File: src/rtl/pmc_pkg.sv
package pmc_pkg;

   typedef enum logic [2:0] {
      ST_ACT  = 3'd0,
      ST_PS   = 3'd1,
      ST_IDLE = 3'd2,
      ST_HALT = 3'd3,
      ST_WAKE = 3'd4
   } pmc_state_e;

   localparam logic [1:0] MODE_ACT  = 2'b00;
   localparam logic [1:0] MODE_PS   = 2'b01;
   localparam logic [1:0] MODE_IDLE = 2'b10;
   localparam logic [1:0] MODE_HALT = 2'b11;

   localparam logic [1:0] SCLK_MAIN = 2'b00;
   localparam logic [1:0] SCLK_PLL  = 2'b01;
   localparam logic [1:0] SCLK_SLOW = 2'b10;

   localparam int NAUX = 2;

   localparam int B_OSC_OFF  = 2;
   localparam int B_PLL_ON   = 3;
   localparam int B_SLOW_DIV = 4;
   localparam int B_AUX0     = 5;
   localparam int B_SYS_PLL  = 7;
   localparam int B_ERR      = 2;

   typedef struct packed {
      logic            sys_pll;
      logic [NAUX-1:0] aux_en;
      logic            slow_div;
      logic            pll_on;
      logic            osc_off;
   } pmc_cfg_t;

   function automatic logic [1:0] state_code(pmc_state_e s);
      logic [1:0] c;
      case (s)
         ST_PS:   c = MODE_PS;
         ST_IDLE: c = MODE_IDLE;
         ST_HALT: c = MODE_HALT;
         default: c = MODE_ACT;
      endcase
      return c;
   endfunction

endpackage

File: src/rtl/pmc_regs.sv
module pmc_regs
   import pmc_pkg::*;
#(
   parameter int ADDR_W = 2,
   parameter int DATA_W = 8,
   parameter int NWAKE  = 4
) (
   input  logic              clk,
   input  logic              rst_n,
   input  logic              wr,
   input  logic [ADDR_W-1:0] waddr,
   input  logic [DATA_W-1:0] wdata,
   input  logic [ADDR_W-1:0] raddr,
   input  logic [1:0]        cur_code,
   output logic [DATA_W-1:0] rdata,
   output pmc_cfg_t          cfg,
   output logic [NWAKE-1:0]  wake_en,
   output logic              mode_wr,
   output logic [1:0]        mode_req
);
   localparam logic [ADDR_W-1:0] A_CTRL = ADDR_W'(0);
   localparam logic [ADDR_W-1:0] A_STAT = ADDR_W'(1);
   localparam logic [ADDR_W-1:0] A_WEN  = ADDR_W'(2);

   logic     err_q;
   logic     wr_ctrl, wr_stat, wr_wen;
   logic     bad_off;
   pmc_cfg_t cfg_q;

   assign wr_ctrl = wr && (waddr == A_CTRL);
   assign wr_stat = wr && (waddr == A_STAT);
   assign wr_wen  = wr && (waddr == A_WEN);
   assign bad_off = wdata[B_OSC_OFF] && wdata[B_SLOW_DIV];

   always_ff @(posedge clk or negedge rst_n) begin
      if (!rst_n) begin
         cfg_q   <= '0;
         err_q   <= 1'b0;
         wake_en <= '0;
      end else begin
         if (wr_ctrl) begin
            cfg_q.osc_off  <= wdata[B_OSC_OFF] && !wdata[B_SLOW_DIV];
            cfg_q.pll_on   <= wdata[B_PLL_ON];
            cfg_q.slow_div <= wdata[B_SLOW_DIV];
            cfg_q.aux_en   <= wdata[B_AUX0 +: NAUX];
            cfg_q.sys_pll  <= wdata[B_SYS_PLL];
         end
         if (wr_ctrl && bad_off) begin
            err_q <= 1'b1;
         end else if (wr_stat && wdata[B_ERR]) begin
            err_q <= 1'b0;
         end
         if (wr_wen) begin
            wake_en <= wdata[NWAKE-1:0];
         end
      end
   end

   always_comb begin
      rdata = '0;
      if (raddr == A_CTRL) begin
         rdata[B_OSC_OFF]       = cfg_q.osc_off;
         rdata[B_PLL_ON]        = cfg_q.pll_on;
         rdata[B_SLOW_DIV]      = cfg_q.slow_div;
         rdata[B_AUX0 +: NAUX]  = cfg_q.aux_en;
         rdata[B_SYS_PLL]       = cfg_q.sys_pll;
      end else if (raddr == A_STAT) begin
         rdata[1:0]   = cur_code;
         rdata[B_ERR] = err_q;
      end else if (raddr == A_WEN) begin
         rdata[NWAKE-1:0] = wake_en;
      end
   end

   assign cfg      = cfg_q;
   assign mode_wr  = wr_ctrl;
   assign mode_req = wdata[1:0];
endmodule

File: src/rtl/pmc_fsm.sv
module pmc_fsm
   import pmc_pkg::*;
#(
   parameter int NWAKE       = 4,
   parameter int STAB_CYCLES = 16,
   parameter bit USE_READY   = 1'b1
) (
   input  logic             clk,
   input  logic             rst_n,
   input  logic             mode_wr,
   input  logic [1:0]       mode_req,
   input  logic [NWAKE-1:0] wake_evt,
   input  logic [NWAKE-1:0] wake_en,
   input  logic             irq,
   input  logic             hfosc_ready,
   output pmc_state_e       state
);
   localparam int              CNT_W    = $clog2(STAB_CYCLES) + 1;
   localparam logic [CNT_W-1:0] CNT_LAST = CNT_W'(STAB_CYCLES - 1);

   pmc_state_e       st_q, st_d;
   logic [CNT_W-1:0] cnt_q;
   logic             wake_hit, rdy_ok, settled;

   assign wake_hit = irq || (|(wake_evt & wake_en));

   generate
      if (USE_READY) begin : g_ready_exit
         assign rdy_ok = hfosc_ready;
      end else begin : g_count_only
         assign rdy_ok = 1'b0;
      end
   endgenerate

   assign settled = rdy_ok || (cnt_q == CNT_LAST);

   always_comb begin
      st_d = st_q;
      unique case (st_q)
         ST_ACT: begin
            if (mode_wr) begin
               case (mode_req)
                  MODE_PS:   st_d = ST_PS;
                  MODE_IDLE: st_d = ST_IDLE;
                  MODE_HALT: st_d = ST_HALT;
                  default:   st_d = ST_ACT;
               endcase
            end
         end
         ST_PS: begin
            if (wake_hit) begin
               st_d = ST_WAKE;
            end else if (mode_wr) begin
               case (mode_req)
                  MODE_ACT:  st_d = ST_WAKE;
                  MODE_IDLE: st_d = ST_IDLE;
                  MODE_HALT: st_d = ST_HALT;
                  default:   st_d = ST_PS;
               endcase
            end
         end
         ST_IDLE, ST_HALT: begin
            if (wake_hit) st_d = ST_WAKE;
         end
         ST_WAKE: begin
            if (settled) st_d = ST_ACT;
         end
         default: st_d = ST_ACT;
      endcase
   end

   always_ff @(posedge clk or negedge rst_n) begin
      if (!rst_n) begin
         st_q  <= ST_ACT;
         cnt_q <= '0;
      end else begin
         st_q <= st_d;
         if (st_q != ST_WAKE) begin
            cnt_q <= '0;
         end else if (!settled) begin
            cnt_q <= cnt_q + CNT_W'(1);
         end
      end
   end

   assign state = st_q;
endmodule

File: src/rtl/pmc_clkout.sv
module pmc_clkout
   import pmc_pkg::*;
(
   input  pmc_state_e      state,
   input  pmc_cfg_t        cfg,
   output logic            hfosc_en,
   output logic            pll_en,
   output logic [1:0]      sysclk_sel,
   output logic            sysclk_gate,
   output logic            slowclk_gate,
   output logic            slow_src_sel,
   output logic            twm_gate,
   output logic [NAUX-1:0] aux_gate
);
   logic osc_on, halted, main_live;

   always_comb begin
      unique case (state)
         ST_ACT, ST_WAKE: osc_on = 1'b1;
         ST_HALT:         osc_on = 1'b0;
         default:         osc_on = !cfg.osc_off;
      endcase
   end

   assign halted    = (state == ST_HALT);
   assign main_live = osc_on && (state != ST_WAKE);

   assign hfosc_en     = osc_on;
   assign pll_en       = cfg.pll_on && osc_on && !halted;
   assign sysclk_gate  = (state == ST_ACT) || (state == ST_PS) || (state == ST_WAKE);
   assign slowclk_gate = !halted;
   assign twm_gate     = !halted;
   assign slow_src_sel = cfg.slow_div;

   always_comb begin
      if (state == ST_ACT) begin
         sysclk_sel = (cfg.sys_pll && cfg.pll_on) ? SCLK_PLL : SCLK_MAIN;
      end else begin
         sysclk_sel = SCLK_SLOW;
      end
   end

   generate
      for (genvar i = 0; i < NAUX; i++) begin : g_aux
         assign aux_gate[i] = cfg.aux_en[i] && main_live;
      end
   endgenerate
endmodule

File: src/rtl/pmc_stall.sv
module pmc_stall (
   input  logic clk,
   input  logic rst_n,
   input  logic wait_req,
   input  logic irq,
   output logic cpu_stall
);
   always_ff @(posedge clk or negedge rst_n) begin
      if (!rst_n) begin
         cpu_stall <= 1'b0;
      end else if (irq) begin
         cpu_stall <= 1'b0;
      end else if (wait_req) begin
         cpu_stall <= 1'b1;
      end
   end
endmodule

File: src/rtl/pwr_mode_ctrl.sv
module pwr_mode_ctrl
   import pmc_pkg::*;
#(
   parameter int ADDR_W      = 2,
   parameter int DATA_W      = 8,
   parameter int NWAKE       = 4,
   parameter int STAB_CYCLES = 16,
   parameter bit USE_READY   = 1'b1
) (
   input  logic              clk,
   input  logic              rst_n,
   input  logic              reg_wr,
   input  logic [ADDR_W-1:0] reg_waddr,
   input  logic [DATA_W-1:0] reg_wdata,
   input  logic [ADDR_W-1:0] reg_raddr,
   output logic [DATA_W-1:0] reg_rdata,
   input  logic [NWAKE-1:0]  wake_evt,
   input  logic              irq,
   input  logic              wait_req,
   input  logic              hfosc_ready,
   output logic              hfosc_en,
   output logic              pll_en,
   output logic [1:0]        sysclk_sel,
   output logic              sysclk_gate,
   output logic              slowclk_gate,
   output logic              slow_src_sel,
   output logic              twm_gate,
   output logic [1:0]        aux_gate,
   output logic              cpu_stall,
   output logic [1:0]        mode
);
   generate
      if (ADDR_W < 2) begin : g_bad_addr
         $error("ADDR_W must be at least 2");
      end
      if (DATA_W < 8) begin : g_bad_data
         $error("DATA_W must be at least 8");
      end
      if (NWAKE < 1 || NWAKE > DATA_W) begin : g_bad_wake
         $error("NWAKE must be between 1 and DATA_W");
      end
      if (STAB_CYCLES < 1) begin : g_bad_stab
         $error("STAB_CYCLES must be at least 1");
      end
   endgenerate

   pmc_state_e       state;
   pmc_cfg_t         cfg;
   logic [NWAKE-1:0] wake_en;
   logic             mode_wr;
   logic [1:0]       mode_req;
   logic [1:0]       cur_code;

   assign cur_code = state_code(state);
   assign mode     = cur_code;

   pmc_regs #(.ADDR_W(ADDR_W), .DATA_W(DATA_W), .NWAKE(NWAKE)) u_regs (
      .clk      (clk),
      .rst_n    (rst_n),
      .wr       (reg_wr),
      .waddr    (reg_waddr),
      .wdata    (reg_wdata),
      .raddr    (reg_raddr),
      .cur_code (cur_code),
      .rdata    (reg_rdata),
      .cfg      (cfg),
      .wake_en  (wake_en),
      .mode_wr  (mode_wr),
      .mode_req (mode_req)
   );

   pmc_fsm #(.NWAKE(NWAKE), .STAB_CYCLES(STAB_CYCLES), .USE_READY(USE_READY)) u_fsm (
      .clk         (clk),
      .rst_n       (rst_n),
      .mode_wr     (mode_wr),
      .mode_req    (mode_req),
      .wake_evt    (wake_evt),
      .wake_en     (wake_en),
      .irq         (irq),
      .hfosc_ready (hfosc_ready),
      .state       (state)
   );

   pmc_clkout u_clkout (
      .state        (state),
      .cfg          (cfg),
      .hfosc_en     (hfosc_en),
      .pll_en       (pll_en),
      .sysclk_sel   (sysclk_sel),
      .sysclk_gate  (sysclk_gate),
      .slowclk_gate (slowclk_gate),
      .slow_src_sel (slow_src_sel),
      .twm_gate     (twm_gate),
      .aux_gate     (aux_gate)
   );

   pmc_stall u_stall (
      .clk       (clk),
      .rst_n     (rst_n),
      .wait_req  (wait_req),
      .irq       (irq),
      .cpu_stall (cpu_stall)
   );
endmodule

File: config.mk
export PLATFORM = sky130hd
export DESIGN_NAME = pwr_mode_ctrl
export DESIGN_NICKNAME = d
export VERILOG_FILES = /design/src/rtl/pmc_pkg.sv /design/src/rtl/pmc_regs.sv /design/src/rtl/pmc_fsm.sv /design/src/rtl/pmc_clkout.sv /design/src/rtl/pmc_stall.sv /design/src/rtl/pwr_mode_ctrl.sv
export SDC_FILE = /design/constraint.sdc
export NUM_CORES = 1
export LEC_CHECK = 0
export ABC_CLOCK_PERIOD_IN_PS = 3200
export BUFFER_PORTS_ARGS = -buffer_cell sky130_fd_sc_hd__buf_2
export CAP_MARGIN = 20
export CORE_ASPECT_RATIO = 0.6
export CORE_MARGIN = 1.5
export CORE_UTILIZATION = 51
export CTS_CLUSTER_SIZE = 14
export DETAILED_ROUTE_END_ITERATION = 16
export HOLD_SLACK_MARGIN = 0.03
export PLACE_DENSITY = 0.84
export SKIP_LAST_GASP = 1
export SLEW_MARGIN = 20
export SYNTH_ARGS = -nofsm -noshare
export SYNTH_HDL_FRONTEND = slang
export SYNTH_HIERARCHICAL = 1
export SYNTH_SLANG_ARGS = --single-unit
File: constraint.sdc
create_clock -name clk -period 3.2 [get_ports clk]
set_input_delay 0.16 -clock clk [delete_from_list [all_inputs] [get_ports clk]]
set_output_delay 0.16 -clock clk [all_outputs]
set_load 0.05 [all_outputs]
==> results of run 1 <==
sequential cells by signal (all words and copies together), names as in the netlist:
register,cells
u_fsm/cnt_q,5
u_regs/cfg,6
u_fsm/state,3
u_regs/wake_en,4
u_stall/cpu_stall,1
u_regs/err_q,1
power by group through the flow:
stage	clock network (mW)	logic, mW	registers, mW
6_report	0.115	0.436	0.357
5_1_grt	0.128	0.463	0.363
4_1_cts	0.116	0.435	0.354
3_5_place_dp	0	0.433	0.360
3_3_place_gp	0	0.426	0.354
2_1_floorplan	0	0.342	0.342
worst max path at each step:
stage	from	end	slack [ps]	cells after the start
global route	u_fsm/state[2]$_DFFE_PN0P_	aux_gate[1]	1150	3
CTS	u_fsm/state[2]$_DFFE_PN0P_	aux_gate[1]	1280	3
finish	u_fsm/state[2]$_DFFE_PN0P_	aux_gate[1]	1250	3
global placement	u_fsm/cnt_q[0]$_DFFE_PN0P_	u_fsm/cnt_q[3]$_DFFE_PN0P_	1430	6
detailed placement	u_fsm/cnt_q[0]$_DFFE_PN0P_	u_fsm/cnt_q[3]$_DFFE_PN0P_	1330	6
floorplan	u_fsm/state[2]$_DFFE_PN0P_	aux_gate[0]	670	2
cell usage in the layout, fill, tap and decap left out, types with 3 or more instances in the layout:
master / instances
nand2_1: 6
and2_1: 4
a21oi_1: 6
dfrtp_1: 20
nor2b_1: 6
buf_2: 42
mux2_2: 10
nor3b_1: 3
clkbuf_4: 3
mux2i_1: 3
nor2_1: 9
nor4b_1: 3
area by class of cell:
cell class                      instances  share of cell area, %
Tap cell                               28                   2.57
Inverter                                2                  0.551
Sequential cell                        20                   36.8
Clock buffer                            3                   1.65
Timing Repair Buffer                   43                   16.2
Multi-Input combinational cell         77                   42.3
through the flow:
step,util (%),total power [mW]
after global placement,68.1,0.779
after floorplan,-,0.684
after CTS,69.7,0.905
after detailed placement,68.1,0.792
final,69.7,0.908
after global routing,69.7,0.954
per-layer routing:
| metal | vias to the layer above | part of all wire [%] | global-route usage (%) |
|---|---|---|---|
| met5 | - | 0 | 0 |
| met4 | 0 | 1.3 | 3.80 |
| met3 | 8 | 9.3 | 7.00 |
| met2 | 51 | 46 | 39.7 |
| met1 | 483 | 43 | 30.2 |
| li1 | 457 | - | - |
cells by family after synthesis:
logic type | after synthesis | synth area share, %
AOI/OAI and AO/OA | 18 | 11.6
xor gates and xnor gates | 2 | 1.57
adders and majority gates | 2 | 2.25
buffers and inverters | 6 | 3.37
DFF | 20 | 44.9
muxes | 13 | 12.8
and+or+nand+nor | 42 | 23.5
critical path, delay by kind of cell, from the launching register on:
family                 cells  cell delay [ps]
buffers and inverters      1              330
AND/OR/NAND/NOR            2              620
flip-flops                 1              550
==> flow_metrics.tcl, run 1 <==
set metrics [dict create \
    chipWidth_um 63.3 \
    cap_violations 0 \
    drt-vias-per-instance 5.77 \
    routed_wl_um 2660 \
    power_density_nw_per_um2 667 \
    rows 12 \
    place_ws_ps 1330 \
    multiInputGateArea_um2 576 \
    rsz0062_at_grt "false" \
    final_area_um2 1360 \
    dp_cells 169 \
    syn_area_um2 1110 \
    cts.hold.buffers_added 1 \
    cts_root_buf "clkbuf_4" \
    grt_pass1_vias 906 \
    ant_nets 0 \
    syn_avg_cell_area_um2 10.8 \
    fp.dieArea_um2 2480 \
    ys_seq_elements 20 \
    r2r_slack_ps 1320 \
    area_delta_synth_final_pct 22.2 \
    finalWorstSetupSlack_ps 1250 \
    ys_seq_area_share_pct 44.9 \
    cp_max_fo 11 \
    dp_hpwl_um 2090 \
    overflow 0 \
    period_share_pct 61.0 \
    synthMostInstantiatedCell "dfrtp_1" \
    p_clk_share_pct 12.6 \
    vias 999 \
    hold_viol 0 \
    grtUsageTotal_pct 23.3 \
    min_to "u_stall/cpu_stall$_DFFE_PN0P_" \
    dr.first_iter.drc_count 45 \
    comb_power_share_pct 48.1 \
    arrival_ps 1790 \
    path_class "reg -> out" \
    first_pass_iters 4 \
    rr_worst_depth 6 \
    relSlewSlack_pct 66.1 \
    cp.required_ps 3040 \
    drv_slew 0 \
    cts.sinks 20 \
    endpoint_kind "primary output" \
    power.internal_mw 0.469 \
    p_sw_mw 0.439 \
    netlist_instances 103 \
    synth_cell_types 33 \
    nets 171 \
    max_freq_ghz 0.512 \
    swShare_pct 48.3 \
    die-height_um 39.2 \
    hold_ws_ps 88.9 \
    tightest_slew_ps 509 \
    ir_drop_mv 0.357 \
    core_um2 1950 \
    post_cts_resized 0 \
    yosysTopAreaCellShare_pct 44.9 \
    portBuffers 42 \
    crit_path_start_kind "register" \
    cts_tree "yes" \
    min_from "wait_req" \
    insertion_delay_ps 290 \
    cp_slowest_stage_delay_ps 550 \
    yosysWarnings 6 \
    yosysTopAreaCell "dfrtp_1" \
    synthTopCellsByCount "dfrtp_1 (20), mux2_2 (10), nor2_1 (9)" \
    power_frac_seq_pct 39.3 \
    antenna_found_initial 0 \
    async_flop_share_pct 100 \
    grt_max_degree 21 \
    layout_min_cycle_time_ps 1950 \
    ys_top_cells_by_area "dfrtp_1 (45%), mux2_2 (10%), nor2b_1 (3.4%)" \
    synthesis.nets 127 \
    cp_cell_sequence "and3b_4, nor4b_1, buf_2" \
    hold_class "in -> reg" \
    post_drt_wl_per_cell_um 15.4 \
    drive_gt1_share_pct 40.7 \
    htreeDepth 1 \
    grt_first_pass_wirelength_um 4170 \
    r2r-end "u_fsm/cnt_q[3]$_DFFE_PN0P_" \
    finalSetupViolations 0 \
    status "complete, no violations" \
    clock_skew_ps 3.21 \
    setup-tns-final_ps 0 \
    fin_cells 173 \
    p_leak_nw 0.652 \
    crit_slowest_cell "dfrtp_1" \
    synth_edf_count 0 \
    register_area_um2 500 \
    post_cts_buffers 0 \
    num_antenna_cells 0 \
    path_clk_slew_ps 100 \
    clk_path_buf_depth 2 \
    drc_errors 0 \
    r2r_start "u_fsm/cnt_q[0]$_DFFE_PN0P_" \
    cts_buffers 3 \
    boundaryPins 43 \
    gp_congestion 0.841 \
    placed_cell_area_um2 1330 \
    holdPathStages 2 \
    start_util_pct 57.1 \
    fillers 145 \
    synth_ff_type "dfrtp_1" \
]
Power figures use the tool's default switching activity.
==> run 2: changes to the inputs <==
--- a/config.mk
+++ b/config.mk
@@ -5,16 +5,17 @@
 export SDC_FILE = /design/constraint.sdc
 export NUM_CORES = 1
 export LEC_CHECK = 0
-export ABC_CLOCK_PERIOD_IN_PS = 3200
+export ABC_AREA = 1
+export ABC_CLOCK_PERIOD_IN_PS = 2000
 export BUFFER_PORTS_ARGS = -buffer_cell sky130_fd_sc_hd__buf_2
 export CAP_MARGIN = 20
 export CORE_ASPECT_RATIO = 0.6
 export CORE_MARGIN = 1.5
-export CORE_UTILIZATION = 51
+export CORE_UTILIZATION = 50
 export CTS_CLUSTER_SIZE = 14
 export DETAILED_ROUTE_END_ITERATION = 16
 export HOLD_SLACK_MARGIN = 0.03
-export PLACE_DENSITY = 0.84
+export PLACE_DENSITY = 0.8
 export SKIP_LAST_GASP = 1
 export SLEW_MARGIN = 20
 export SYNTH_ARGS = -nofsm -noshare
==> constraint.sdc (replaced) <==
create_clock -name clk -period 2 [get_ports clk]
set_input_delay 0.1 -clock clk [delete_from_list [all_inputs] [get_ports clk]]
set_output_delay 0.1 -clock clk [all_outputs]
set_load 0.05 [all_outputs]
==> run 2 against run 1 <==
Against the previous run: synthesized cell count is 83% higher; via count is 27% higher; clock power grew to 2.6 times the previous value; count of clock-buffer cells in the layout is 1 higher; die area is 18% higher; sequential cell count stayed put; cell area is 17% higher; first-iteration DRC count is 100% higher; sequential share of layout area is 5.2 points lower; routed wire length is 1.5% higher; critical path type is now reg -> reg; largest cell class unchanged.
==> flow_metrics.tcl, run 2 <==
set metrics [dict create \
    ys_seq_area_share_pct 38.4 \
    crit_path_start_kind "register" \
    clk_path_buf_depth 2 \
    power_mw 1.60 \
    htreeDepth 1 \
    cts_tree "yes" \
    ant_nets 0 \
    core_um2 2490 \
    hold_class "in -> reg" \
    max_freq_ghz 0.576 \
    placed_cell_area_um2 1510 \
    portBuffers 42 \
    drt-vias-per-instance 4.80 \
    cp.required_ps 2170 \
    status "complete, no violations" \
    layout_commonest_cell "nand2_1" \
    overflow 0 \
    ys_seq_elements 20 \
    holdPathStages 3 \
    arrival_ps 1900 \
    cts_buffers 3 \
    post_drt_wl_per_cell_um 10.2 \
    antenna_found_initial 0 \
    yosysTopAreaCellShare_pct 38.4 \
    cp_max_fo 4 \
    finalSetupViolations 0 \
    die-height_um 42.6 \
    chipWidth_um 68.9 \
    synthesis.nets 213 \
    netlist_instances 189 \
    grt_first_pass_wirelength_um 4590 \
    cap_violations 0 \
    gp_congestion 0.851 \
    cts_root_buf "clkbuf_8" \
    p_leak_nw 0.923 \
    nets 257 \
    routed_wl_um 2700 \
    fillers 234 \
    tightest_slew_ps 443 \
    cts.sinks 20 \
    rr_worst_depth 9 \
    path_class "reg -> reg" \
    post_cts_buffers 0 \
    rsz0062_at_grt "false" \
    relSlewSlack_pct 70.5 \
    async_flop_share_pct 100 \
    synthTopCellsByCount "nand2_1 (52), inv_1 (31), nand3_1 (24)" \
    synth_cell_types 25 \
    start_util_pct 52.4 \
    boundaryPins 43 \
    drive_gt1_share_pct 26.3 \
    grt_pass1_vias 1046 \
    yosysTopAreaCell "dfrtp_1" \
    area_delta_synth_final_pct 21.8 \
    dr.first_iter.drc_count 90 \
    clock_skew_ps 1.81 \
    vias 1266 \
    ir_drop_mv 0.551 \
    path_clk_slew_ps 70 \
    drc_errors 0 \
    grt_max_degree 21 \
    largest_reg_flops 6 \
    synthMostInstantiatedCell "nand2_1" \
    setup-tns-final_ps 0 \
    endpoint_kind "register" \
    period_share_pct 86.8 \
    fp.dieArea_um2 2930 \
    syn_area_um2 1300 \
    syn_avg_cell_area_um2 6.90 \
    insertion_delay_ps 250 \
    most-common-layout-cells "nand2_1 (52), buf_2 (42), inv_1 (31)" \
    synth_ff_type "dfrtp_1" \
    grtUsageTotal_pct 20.9 \
    yosysWarnings 6 \
    first_pass_iters 4 \
    drv_slew 0 \
    synth_edf_count 0 \
    power_density_nw_per_um2 1010 \
    final_area_um2 1590 \
    num_antenna_cells 0 \
    ys_top_cells_by_area "dfrtp_1 (38%), nand2_1 (15%), nand3_1 (9.2%)" \
    layout_min_cycle_time_ps 1740 \
    rows 14 \
    dp_hpwl_um 2210 \
    hold_viol 0 \
]
run 2: changes by cell type after synthesis, sizes merged, moves of 6 or more:
cell,previous run,this run
nand3,1,27
inv,2,34
nand2,6,56
mux2,10,0
nor2b,6,0
nor2,9,25
run 2: stage by stage:
step | hold slack [ps] | instances | utilization, % | setup WS [ps]
3_5_place_dp | 72.1 | 258 | 60.8 | 287
2_1_floorplan | -196 | 189 | - | 105
6_report | 62.0 | 264 | 63.8 | 264
5_1_grt | 86.7 | 264 | 63.8 | 91.6
3_3_place_gp | 66.1 | 258 | 60.8 | 370
4_1_cts | 57.3 | 264 | 63.8 | 264
run 2: kinds of logic (layout without fill, tap and decap cells):
kind of cell    after synthesis  count (layout)  share of synthesized area (%)
fa+ha+maj                     2               2                           1.92
simple gates                119             119                           42.9
flops                        20              20                           38.4
buf+inv                      39              82                           13.0
compound gates                9               9                           3.84
run 2: metal layers:
metal	vias up	track usage, %	wire, um
met2	42	28.8	1010
met3	2	4.84	169
met5	-	0	0
met4	0	3.53	8
li1	676	-	-
met1	546	33.3	1510
run 2: area by class of cell:
type	count	area (um2)	area share, %
inverters	34	128	8.04
clock buffers	4	55.1	3.47
repair buffers	44	230	14.5
multi-input cells	130	634	40.0
well taps	32	40.0	2.52
flip-flops and latches	20	500	31.5
run 2: critical path, stage by stage, from the launching register on:
cell	delay [ps]
dfrtp_1	410
ha_1	230
inv_1	70
nor3_1	50
ha_1	170
nor2_1	260
inv_1	130
nor2_1	100
nor2_1	40
nor3_1	190
run 2: power by group:
part	total (mW)	internal (mW)	switching, mW	leakage [nW]
combinational	0.739	0.195	0.545	0.635
sequential	0.564	0.465	0.0988	0.260
clock	0.298	0.175	0.123	0.0288
run 2: worst paths after layout:
path / startpoint / to / slack [ps]
max: u_fsm/cnt_q[0]$_DFFE_PN0P_ / u_fsm/cnt_q[3]$_DFFE_PN0P_ / 260
min: wait_req / u_stall/cpu_stall$_DFFE_PN0P_ / 60
min reg2reg: u_regs/err_q$_DFFE_PN0P_ / u_regs/err_q$_DFFE_PN0P_ / 490
max reg2reg: u_fsm/cnt_q[0]$_DFFE_PN0P_ / u_fsm/cnt_q[3]$_DFFE_PN0P_ / 260
max in group asynchronous: rst_n / u_fsm/state[2]$_DFFE_PN0P_ / 1380
min in group asynchronous: rst_n / u_regs/err_q$_DFFE_PN0P_ / 310
run 2: what timing repair did:
item | CTS | global route
endpoints found under the hold margin | 21 | 0
resized for setup | 0 | 0
hold buffers | 2 | 0
setup endpoints to repair | 0 | 0
==> run 3: changes to the inputs <==
--- a/config.mk
+++ b/config.mk
@@ -9,13 +9,15 @@
 export ABC_CLOCK_PERIOD_IN_PS = 2000
 export BUFFER_PORTS_ARGS = -buffer_cell sky130_fd_sc_hd__buf_2
 export CAP_MARGIN = 20
+export CELL_PAD_IN_SITES_DETAIL_PLACEMENT = 1
+export CELL_PAD_IN_SITES_GLOBAL_PLACEMENT = 1
 export CORE_ASPECT_RATIO = 0.6
 export CORE_MARGIN = 1.5
-export CORE_UTILIZATION = 50
+export CORE_UTILIZATION = 34
 export CTS_CLUSTER_SIZE = 14
 export DETAILED_ROUTE_END_ITERATION = 16
 export HOLD_SLACK_MARGIN = 0.03
-export PLACE_DENSITY = 0.8
+export PLACE_DENSITY = 0.79
 export SKIP_LAST_GASP = 1
 export SLEW_MARGIN = 20
 export SYNTH_ARGS = -nofsm -noshare
==> run 3 against run 2 <==
Against the previous run: worst setup slack lost 100 ps; cell area grew 2.2%; first-iteration DRC count shrank 68%; clock power grew 38%; routed wire length grew 31%; register-to-register slack lost 100 ps; count of clock-buffer cells in the layout shrank 1; sequential share of layout area shrank 0.68 points; maximum frequency shrank 5.7%; sequential cell count is the same; global-route usage shrank 2.6 points; critical endpoint unchanged; largest cell class unchanged.
==> flow_metrics.tcl, run 3 (synthesized netlist as in run 2, its figures left out) <==
set metrics [dict create \
    htreeDepth 1 \
    hold_class "in -> reg" \
    path_clk_slew_ps 80 \
    cts_tree "yes" \
    grtUsageTotal_pct 18.3 \
    dp_hpwl_um 2990 \
    cts.sinks 20 \
    cts_root_buf "clkbuf_8" \
    power_density_nw_per_um2 1070 \
    finalSetupViolations 0 \
    finalWorstSetupSlack_ps 160 \
    relSlewSlack_pct 69.5 \
    cp.required_ps 2160 \
    start_util_pct 35.4 \
    routed_wl_um 3550 \
    gp_congestion 0.882 \
    num_antenna_cells 0 \
    clk_path_buf_depth 2 \
    p_leak_nw 0.930 \
    period_share_pct 92.0 \
    max_freq_ghz 0.543 \
    status "complete, no violations" \
    fillers 512 \
    drc_errors 0 \
    grt_pass1_vias 1247 \
    hold_viol 0 \
    largest_reg_flops 6 \
    rows 17 \
    post_drt_wl_per_cell_um 12.7 \
    insertion_delay_ps 260 \
    grt_first_pass_wirelength_um 6020 \
    layout_min_cycle_time_ps 1840 \
    chipWidth_um 82.9 \
    core_um2 3680 \
    portBuffers 42 \
    rsz0062_at_grt "false" \
    endpoint_kind "register" \
    cts_buffers 3 \
    final_area_um2 1620 \
    place_ws_ps 151 \
    most-common-layout-cells "nand2_1 (52), buf_2 (42), inv_1 (31)" \
    r2r_start "u_fsm/cnt_q[0]$_DFFE_PN0P_" \
    area_delta_synth_final_pct 24.5 \
    drv_slew 0 \
    fp.dieArea_um2 4230 \
    top_usage_layer "met2" \
    nets 257 \
    ir_drop_mv 0.518 \
    use_met3_pct 3.23 \
    ant_nets 0 \
    crit_start "u_fsm/cnt_q[0]$_DFFE_PN0P_" \
    use_met1_pct 26.6 \
    path_class "reg -> reg" \
    dr.first_iter.drc_count 29 \
    overflow 0 \
    clock_skew_ps 5.58 \
    arrival_ps 2000 \
    antenna_found_initial 0 \
    final_util_pct 44.1 \
    die-height_um 51.0 \
    drt-vias-per-instance 4.71 \
    crit_path_start_kind "register" \
    vias 1313 \
    grt_max_degree 21 \
    layout_commonest_cell "nand2_1" \
    grt.met2_usage_pct 28.3 \
    boundaryPins 43 \
    min_from "reg_wdata[5]" \
    placed_cell_area_um2 1530 \
    drive_gt1_share_pct 26.3 \
    cap_violations 0 \
    cp_max_fo 4 \
    tightest_slew_ps 458 \
    first_pass_iters 4 \
    setup-tns-final_ps 0 \
    power_mw 1.74 \
]
[run 3: final timing paths]
check	slack, ps	cells past startpoint	end
worst max-delay path	160	9	u_fsm/cnt_q[3]$_DFFE_PN0P_
worst min-delay path	60	3	u_regs/cfg[3]$_DFFE_PN0P_
worst max register to register	160	9	u_fsm/cnt_q[3]$_DFFE_PN0P_
worst min register to register	500	2	u_regs/cfg[2]$_DFFE_PN0P_
max in group asynchronous	1350	2	u_regs/wake_en[0]$_DFFE_PN0P_
min in group asynchronous	340	2	u_fsm/cnt_q[0]$_DFFE_PN0P_
[run 3: worst max-delay path: stages (launching register included)]
cell     delay [ps]
dfrtp_1         410
ha_1            230
inv_1            80
nor3_1           50
ha_1            170
nor2_1          260
inv_1           140
nor2_1          100
nor2_1           50
nor3_1          230
[run 3: per-layer routing]
metal / wire length, um / vias to the layer above
met4: 27 / 0
met1: 1830 / 607
met3: 202 / 2
met5: 0 / -
met2: 1490 / 34
li1: - / 670
[run 3: area by class of cell]
cell class,instances,area [um2],area share [%]
well taps,47,58.8,3.62
clock buffers,3,41.3,2.54
multi-input cells,130,634,39.1
flip-flops and latches,20,500,30.8
repair buffers,44,230,14.2
clock inverters,1,30.0,1.85
inverters,34,128,7.86
[run 3: repair_timing]
| item | 4_1_cts | 5_1_grt |
|---|---|---|
| endpoints found under the hold margin | 21 | 0 |
| hold buffers | 2 | 0 |
| buffers inserted | 0 | 0 |
| gates resized for setup | 0 | 0 |
[run 3: power breakdown]
group	internal (mW)	switching [mW]	leakage, nW	total (mW)
sequential	0.465	0.0998	0.260	0.564
clock	0.267	0.144	0.0357	0.411
combinational	0.195	0.570	0.635	0.765
[run 3: metrics by stage]
step	cells	hold slack [ps]
6_report	279	64.1
5_1_grt	279	79.4
4_1_cts	279	64.9
3_5_place_dp	273	89.2
3_3_place_gp	273	83.5
2_1_floorplan	189	-196
